<file path="src/rtl/bkup_pkg.sv">
package bkup_pkg;
  typedef enum logic [1:0] {
    ST_MAIN     = 2'd0,
    ST_BRK_BAT  = 2'd1,
    ST_BATT     = 2'd2,
    ST_BRK_MAIN = 2'd3
  } sw_state_e;
endpackage

</file>
<file path="src/rtl/bkup_hyst_cmp.sv">
// Registered "below" comparator with hysteresis.
// Sets when val + LO_OFS < ref_code, clears when val >= ref_code + HI_OFS.
module bkup_hyst_cmp #(
  parameter int W      = 10,
  parameter int LO_OFS = 0,
  parameter int HI_OFS = 0
) (
  input  logic         clk,
  input  logic         rst,
  input  logic         hold,
  input  logic [W-1:0] val,
  input  logic [W-1:0] ref_code,
  output logic         below
);
  localparam int EW = W + 2;

  logic [EW-1:0] val_ext, ref_ext, val_lo, ref_hi;
  logic          trip, clear;

  always_comb begin
    val_ext = {2'b00, val};
    ref_ext = {2'b00, ref_code};
    val_lo  = val_ext + EW'(LO_OFS);
    ref_hi  = ref_ext + EW'(HI_OFS);
    trip    = val_lo < ref_ext;
    clear   = val_ext >= ref_hi;
  end

  always_ff @(posedge clk) begin
    if (rst) begin
      below <= 1'b0;
    end else if (!hold) begin
      if (!below && trip)      below <= 1'b1;
      else if (below && clear) below <= 1'b0;
    end
  end
endmodule

</file>
<file path="src/rtl/bkup_switch_seq.sv">
// Break-before-make sequencer for the two switch pairs.
module bkup_switch_seq
  import bkup_pkg::*;
#(
  parameter int NSW = 2
) (
  input  logic           clk,
  input  logic           rst,
  input  logic           below_rt,
  input  logic           main_lt_bat,
  input  logic           batt_ok,
  output logic [NSW-1:0] main_en,
  output logic [NSW-1:0] bat_en,
  output logic           bkup,
  output logic           bkup_nxt
);
  sw_state_e state_q, state_d;
  logic      main_cl_d, bat_cl_d;
  logic      main_cl_q, bat_cl_q;

  always_comb begin
    state_d = state_q;
    case (state_q)
      ST_MAIN:     if (below_rt && main_lt_bat && batt_ok) state_d = ST_BRK_BAT;
      ST_BRK_BAT:  state_d = ST_BATT;
      ST_BATT:     if (!below_rt) state_d = ST_BRK_MAIN;
      ST_BRK_MAIN: state_d = ST_MAIN;
      default:     state_d = ST_MAIN;
    endcase
    main_cl_d = (state_d == ST_MAIN);
    bat_cl_d  = (state_d == ST_BATT);
    bkup_nxt  = (state_d == ST_BRK_BAT) || (state_d == ST_BATT);
  end

  always_ff @(posedge clk) begin
    if (rst) begin
      state_q   <= ST_MAIN;
      main_cl_q <= 1'b1;
      bat_cl_q  <= 1'b0;
      bkup      <= 1'b0;
    end else begin
      state_q   <= state_d;
      main_cl_q <= main_cl_d;
      bat_cl_q  <= bat_cl_d;
      bkup      <= bkup_nxt;
    end
  end

  for (genvar i = 0; i < NSW; i++) begin : g_pair
    assign main_en[i] = main_cl_q;
    assign bat_en[i]  = bat_cl_q;
  end
endmodule

</file>
<file path="src/rtl/bkup_switch_ctrl.sv">
module bkup_switch_ctrl #(
  parameter int CODE_W   = 10,
  parameter int NSW      = 2,
  parameter int RST_TH   = 930,
  parameter int RST_HYS  = 8,
  parameter int SW_HALF  = 4,
  parameter int BATT_MIN = 200,
  parameter int PF_REF   = 250,
  parameter int PF_HYS   = 4
) (
  input  logic              clk,
  input  logic              rst,
  input  logic [CODE_W-1:0] vcc_code,
  input  logic [CODE_W-1:0] vbat_code,
  input  logic [CODE_W-1:0] pf_code,
  output logic [NSW-1:0]    main_sw_en,
  output logic [NSW-1:0]    bat_sw_en,
  output logic              backup_mode,
  output logic              pf_n
);
  localparam logic [CODE_W-1:0] RT_CODE   = CODE_W'(RST_TH);
  localparam logic [CODE_W-1:0] BMIN_CODE = CODE_W'(BATT_MIN);
  localparam logic [CODE_W-1:0] PF_CODE   = CODE_W'(PF_REF);

  logic below_rt, main_lt_bat, batt_low, pf_low, bkup_nxt;

  bkup_hyst_cmp #(.W(CODE_W), .LO_OFS(0), .HI_OFS(RST_HYS)) u_rt_cmp (
    .clk(clk), .rst(rst), .hold(1'b0), .val(vcc_code), .ref_code(RT_CODE),
    .below(below_rt));

  bkup_hyst_cmp #(.W(CODE_W), .LO_OFS(SW_HALF), .HI_OFS(SW_HALF + 1)) u_sw_cmp (
    .clk(clk), .rst(rst), .hold(1'b0), .val(vcc_code), .ref_code(vbat_code),
    .below(main_lt_bat));

  bkup_hyst_cmp #(.W(CODE_W), .LO_OFS(0), .HI_OFS(0)) u_bmin_cmp (
    .clk(clk), .rst(rst), .hold(1'b0), .val(vbat_code), .ref_code(BMIN_CODE),
    .below(batt_low));

  bkup_hyst_cmp #(.W(CODE_W), .LO_OFS(0), .HI_OFS(PF_HYS)) u_pf_cmp (
    .clk(clk), .rst(rst), .hold(backup_mode), .val(pf_code), .ref_code(PF_CODE),
    .below(pf_low));

  bkup_switch_seq #(.NSW(NSW)) u_seq (
    .clk(clk), .rst(rst), .below_rt(below_rt), .main_lt_bat(main_lt_bat),
    .batt_ok(!batt_low), .main_en(main_sw_en), .bat_en(bat_sw_en),
    .bkup(backup_mode), .bkup_nxt(bkup_nxt));

  always_ff @(posedge clk) begin
    if (rst) pf_n <= 1'b1;
    else     pf_n <= !bkup_nxt && !pf_low;
  end
endmodule

</file>
<file path="config.mk">
export PLATFORM = sky130hd
export DESIGN_NAME = bkup_switch_ctrl
export DESIGN_NICKNAME = d
export VERILOG_FILES = /design/src/rtl/bkup_pkg.sv /design/src/rtl/bkup_hyst_cmp.sv /design/src/rtl/bkup_switch_seq.sv /design/src/rtl/bkup_switch_ctrl.sv
export SDC_FILE = /design/constraint.sdc
export NUM_CORES = 1
export LEC_CHECK = 0
export CORE_MARGIN = 4
export CORE_UTILIZATION = 55
export CTS_CLUSTER_SIZE = 14
export DETAILED_ROUTE_END_ITERATION = 12
export DONT_BUFFER_PORTS = 1
export PLACE_DENSITY = 0.73
export SYNTH_ARGS = -nofsm -noshare
export SYNTH_HDL_FRONTEND = slang
export SYNTH_HIERARCHICAL = 1
export SYNTH_SLANG_ARGS = --single-unit
</file>
<file path="constraint.sdc">
create_clock -name clk -period 5.1 [get_ports clk]
set_clock_uncertainty 0.15 [all_clocks]
set_input_delay 0.51 -clock clk [delete_from_list [all_inputs] [get_ports clk]]
set_output_delay 0.51 -clock clk [all_outputs]
set_load 0.05 [all_outputs]
</file>
==> results_dict.tcl <==
set metrics [dict create \
    drive_gt1_share_pct 5.236 \
    holdPathStages 1 \
    cts_hold_buffers 0 \
    num_rows 24 \
    areaGrowthSynthToFinish_pct 14.90 \
    reg2regPathDepth 6 \
    worst_ep_required_time_ns 5.10 \
    ys_seq_area_share_pct 8.109 \
    hold_end "u_seq/state_q[0]" \
    switching_power_uw 186.7 \
    synthDominantAreaCellType "sky130_fd_sc_hd__ha_1" \
    drt.antenna.violating_nets 0 \
    clock-sinks 10 \
    final_net_count 488 \
    grt_start_max_net_pins 16 \
    drc 0 \
    synthArstFlopShare_pct 0 \
    num_antenna_cells 0 \
    post_place_instance_area_um2 2781 \
    die_x_um 75.00 \
    combinational_share_of_power_pct 44.9 \
    power.density_cell_area_nw_per_um2 158.4 \
    cell_types_with_the_largest_area_share_after_synthesis "sky130_fd_sc_hd__ha_1, sky130_fd_sc_hd__xnor2_1, sky130_fd_sc_hd__dfxtp_1" \
    crit_fanout 5 \
    detail_route.wirelength_mm 4.741 \
    worst_setup_path_start_kind "input port" \
    hpwl_mm 4.277 \
    seqPwrFrac_pct 33.4 \
    reg2reg_setup_slack_ns 3.50 \
    cap_viol_max_count 0 \
    total_power_uw 449.2 \
    max_freq_mhz 465.7 \
    clock_latency_ns 0.23 \
    routed-via-count 2149 \
    hold_class "input port to flip-flop" \
    final-max-slew-violation-count 0 \
    grt_setup_unrepaired "false" \
    grt_first_pass_wirelength_mm 8.445 \
    synth_area_um2 2469 \
    layout.cell_area.non_filler_um2 2836 \
    yosys_warnings 6 \
    coreArea_um2 4354 \
    finalHoldViolCount 0 \
    most_frequent_cells_in_the_layout "sky130_fd_sc_hd__conb_1, sky130_fd_sc_hd__ha_1, sky130_fd_sc_hd__inv_1, sky130_fd_sc_hd__xnor2_1, sky130_fd_sc_hd__a21oi_1" \
    reg_to_reg_critical_path_endpoint "u_seq/main_cl_q" \
    detailedRoute.firstPassIterationCount 4 \
    cts_inserted_buffers 3 \
    post_route_fraction_of_the_period_consumed_by_the_critical_path_pct 42.11 \
    drt_iter0_markers 35 \
    last_weighted_congestion_value_of_the_routability_driven_placer 0.8261 \
    mean_number_of_vias_per_cell 4.952 \
    die-height_um 75.00 \
    cts_tree "done" \
    floorplan.die_area_um2 5624 \
    globalRoute.totalOverflow 0 \
    fraction_of_post_synthesis_cell_area_in_the_top_cell_type_by_area_pct 37.00 \
    buffer_type_at_the_clock_tree_root "sky130_fd_sc_hd__clkbuf_8" \
    clkTransAtPathRegs_ns 0.05 \
    cts.path.max_buffers 2 \
    worst-slew-pin-transition_ns 0.9299 \
    vdd_drop_max_v 0.0001148 \
    outcome "completed" \
    htree_num_levels 1 \
    number_of_enable_flip_flop_cells_after_synthesis 0 \
    starting_density_of_the_core_pct 56.70 \
    clockPowerShare_pct 21.7 \
    power_leakage_nw 1.537 \
    synth.lib_cells_used.distinct 52 \
    power.switching_fraction_pct 41.57 \
    grt_pass1_vias 2064 \
    port-buffer-count 0 \
    timing.slew.headroom_pct 37.92 \
    multiInputGateArea_um2 2321 \
    post-cts-setup-buffers 0 \
    final.min_clock_period_ns 2.147 \
    timing_worst_setup_path_type "input port to flip-flop" \
    number_of_antenna_violations_at_the_first_check_in_global_routing 0 \
    num-fill-cells 416 \
    postSynthRegisterBits 10 \
    timing.critical_path.to_type "flip-flop" \
    final.setup.tns_ns 0 \
    layout_commonest_cell "sky130_fd_sc_hd__conb_1" \
    synth_cells 308 \
    synth_top_flop_cell "sky130_fd_sc_hd__dfxtp_1" \
    io_pins 38 \
    crit-reg2reg-launch "u_seq/state_q[0]" \
    hold_start "rst" \
    gr-usage-all-layers_pct 18.61 \
    ff_latch_area_um2 200.2 \
    cts_resized 0 \
    final_util_pct 65.14 \
    finalSetupViolCount 0 \
    internal_pwr_total_uw 262.5 \
    syn_area_per_cell_um2 8.015 \
    cp.arrival_ns 2.15 \
    detail_route.wl_per_cell_um 10.92 \
]
-- through the flow --
stage,worst slack [ns],hold slack [ns],cells
after floorplan,2.874,0.2882,382
after global placement,2.788,0.3288,430
after detailed placement,2.737,0.3282,430
after CTS,2.973,0.1809,434
after global routing,2.763,0.1763,434
final,2.953,0.1890,434
-- synth_stat cells (all sizes together), types with 3 or more instances --
| cell type | number |
|---|---|
| nor2 | 7 |
| nor3 | 5 |
| o21ai | 11 |
| a211o | 3 |
| nand3b | 3 |
| buf | 4 |
| nor2b | 8 |
| o211ai | 5 |
| and3 | 7 |
| a21oi | 25 |
| nand3 | 14 |
| dfxtp | 10 |
| inv | 52 |
| ha | 73 |
| nand4 | 4 |
| nand2b | 4 |
| a21o | 3 |
| xnor2 | 23 |
| nand2 | 13 |
-- flip-flops by register name (all words and copies together), names as in the netlist --
signal / cells
pf_n: 1
u_bmin_cmp/below: 1
u_pf_cmp/below: 1
u_rt_cmp/below: 1
u_seq/bat_cl_q: 1
u_seq/bkup: 1
u_seq/main_cl_q: 1
u_seq/state_q: 2
u_sw_cmp/below: 1
-- power by group through the flow --
stage	sequential [mW]	combinational (mW)	clock [mW]
2_1_floorplan	0.124	0.200	0
3_3_place_gp	0.152	0.191	0
4_1_cts	0.150	0.198	0.101
5_1_grt	0.153	0.238	0.105
6_report	0.150	0.202	0.0976
3_5_place_dp	0.151	0.196	0
-- worst max-delay path, stage by stage --
cell	delay, ns
sky130_fd_sc_hd__ha_1	0.22
sky130_fd_sc_hd__o2111ai_2	0.27
sky130_fd_sc_hd__nor3_1	0.10
sky130_fd_sc_hd__xnor2_1	0.13
sky130_fd_sc_hd__ha_1	0.29
sky130_fd_sc_hd__nand3_1	0.11
sky130_fd_sc_hd__o22ai_1	0.08
sky130_fd_sc_hd__nor4_1	0.16
sky130_fd_sc_hd__nand2_1	0.09
sky130_fd_sc_hd__a22oi_1	0.18
-- metal layers --
metal / track usage, % / vias to the layer above / routed length [µm]
met2: 33.08 / 34 / 2231
li1: - / 1156 / -
met1: 23.24 / 957 / 2191
met4: 3.162 / 0 / 19
met3: 4.005 / 2 / 297
met5: 0 / - / 0
-- cell type report --
class	count	area share (%)
inverter	52	6.881
multi-input combinational	316	81.83
sequential	10	7.058
clock buffer	4	1.941
tap	52	2.294
-- logic make-up (layout without fill, tap and decap cells) --
| kind of cell | after synthesis | in the layout | share of synthesized area (%) |
|---|---|---|---|
| buf+inv | 56 | 56 | 9.123 |
| other cells | 2 | 76 | 0.3042 |
| fa+ha+maj | 73 | 73 | 37.00 |
| simple gates | 74 | 74 | 17.23 |
| compound gates | 68 | 68 | 19.36 |
| flops | 10 | 10 | 8.109 |
| xor+xnor | 25 | 25 | 8.870 |
-- how the worst max path moves through the flow --
stage / startpoint / endpoint / slack (ns) / depth (start not counted)
final: vbat_code[0] / u_sw_cmp/below / 2.95 / 10
after global placement: vbat_code[0] / u_sw_cmp/below / 2.79 / 10
after detailed placement: vbat_code[0] / u_sw_cmp/below / 2.74 / 10
after floorplan: vbat_code[0] / u_sw_cmp/below / 2.87 / 10
after global routing: vbat_code[0] / u_sw_cmp/below / 2.76 / 10
after CTS: vbat_code[0] / u_sw_cmp/below / 2.97 / 10
Note: power is estimated with default switching activity, not from simulation.
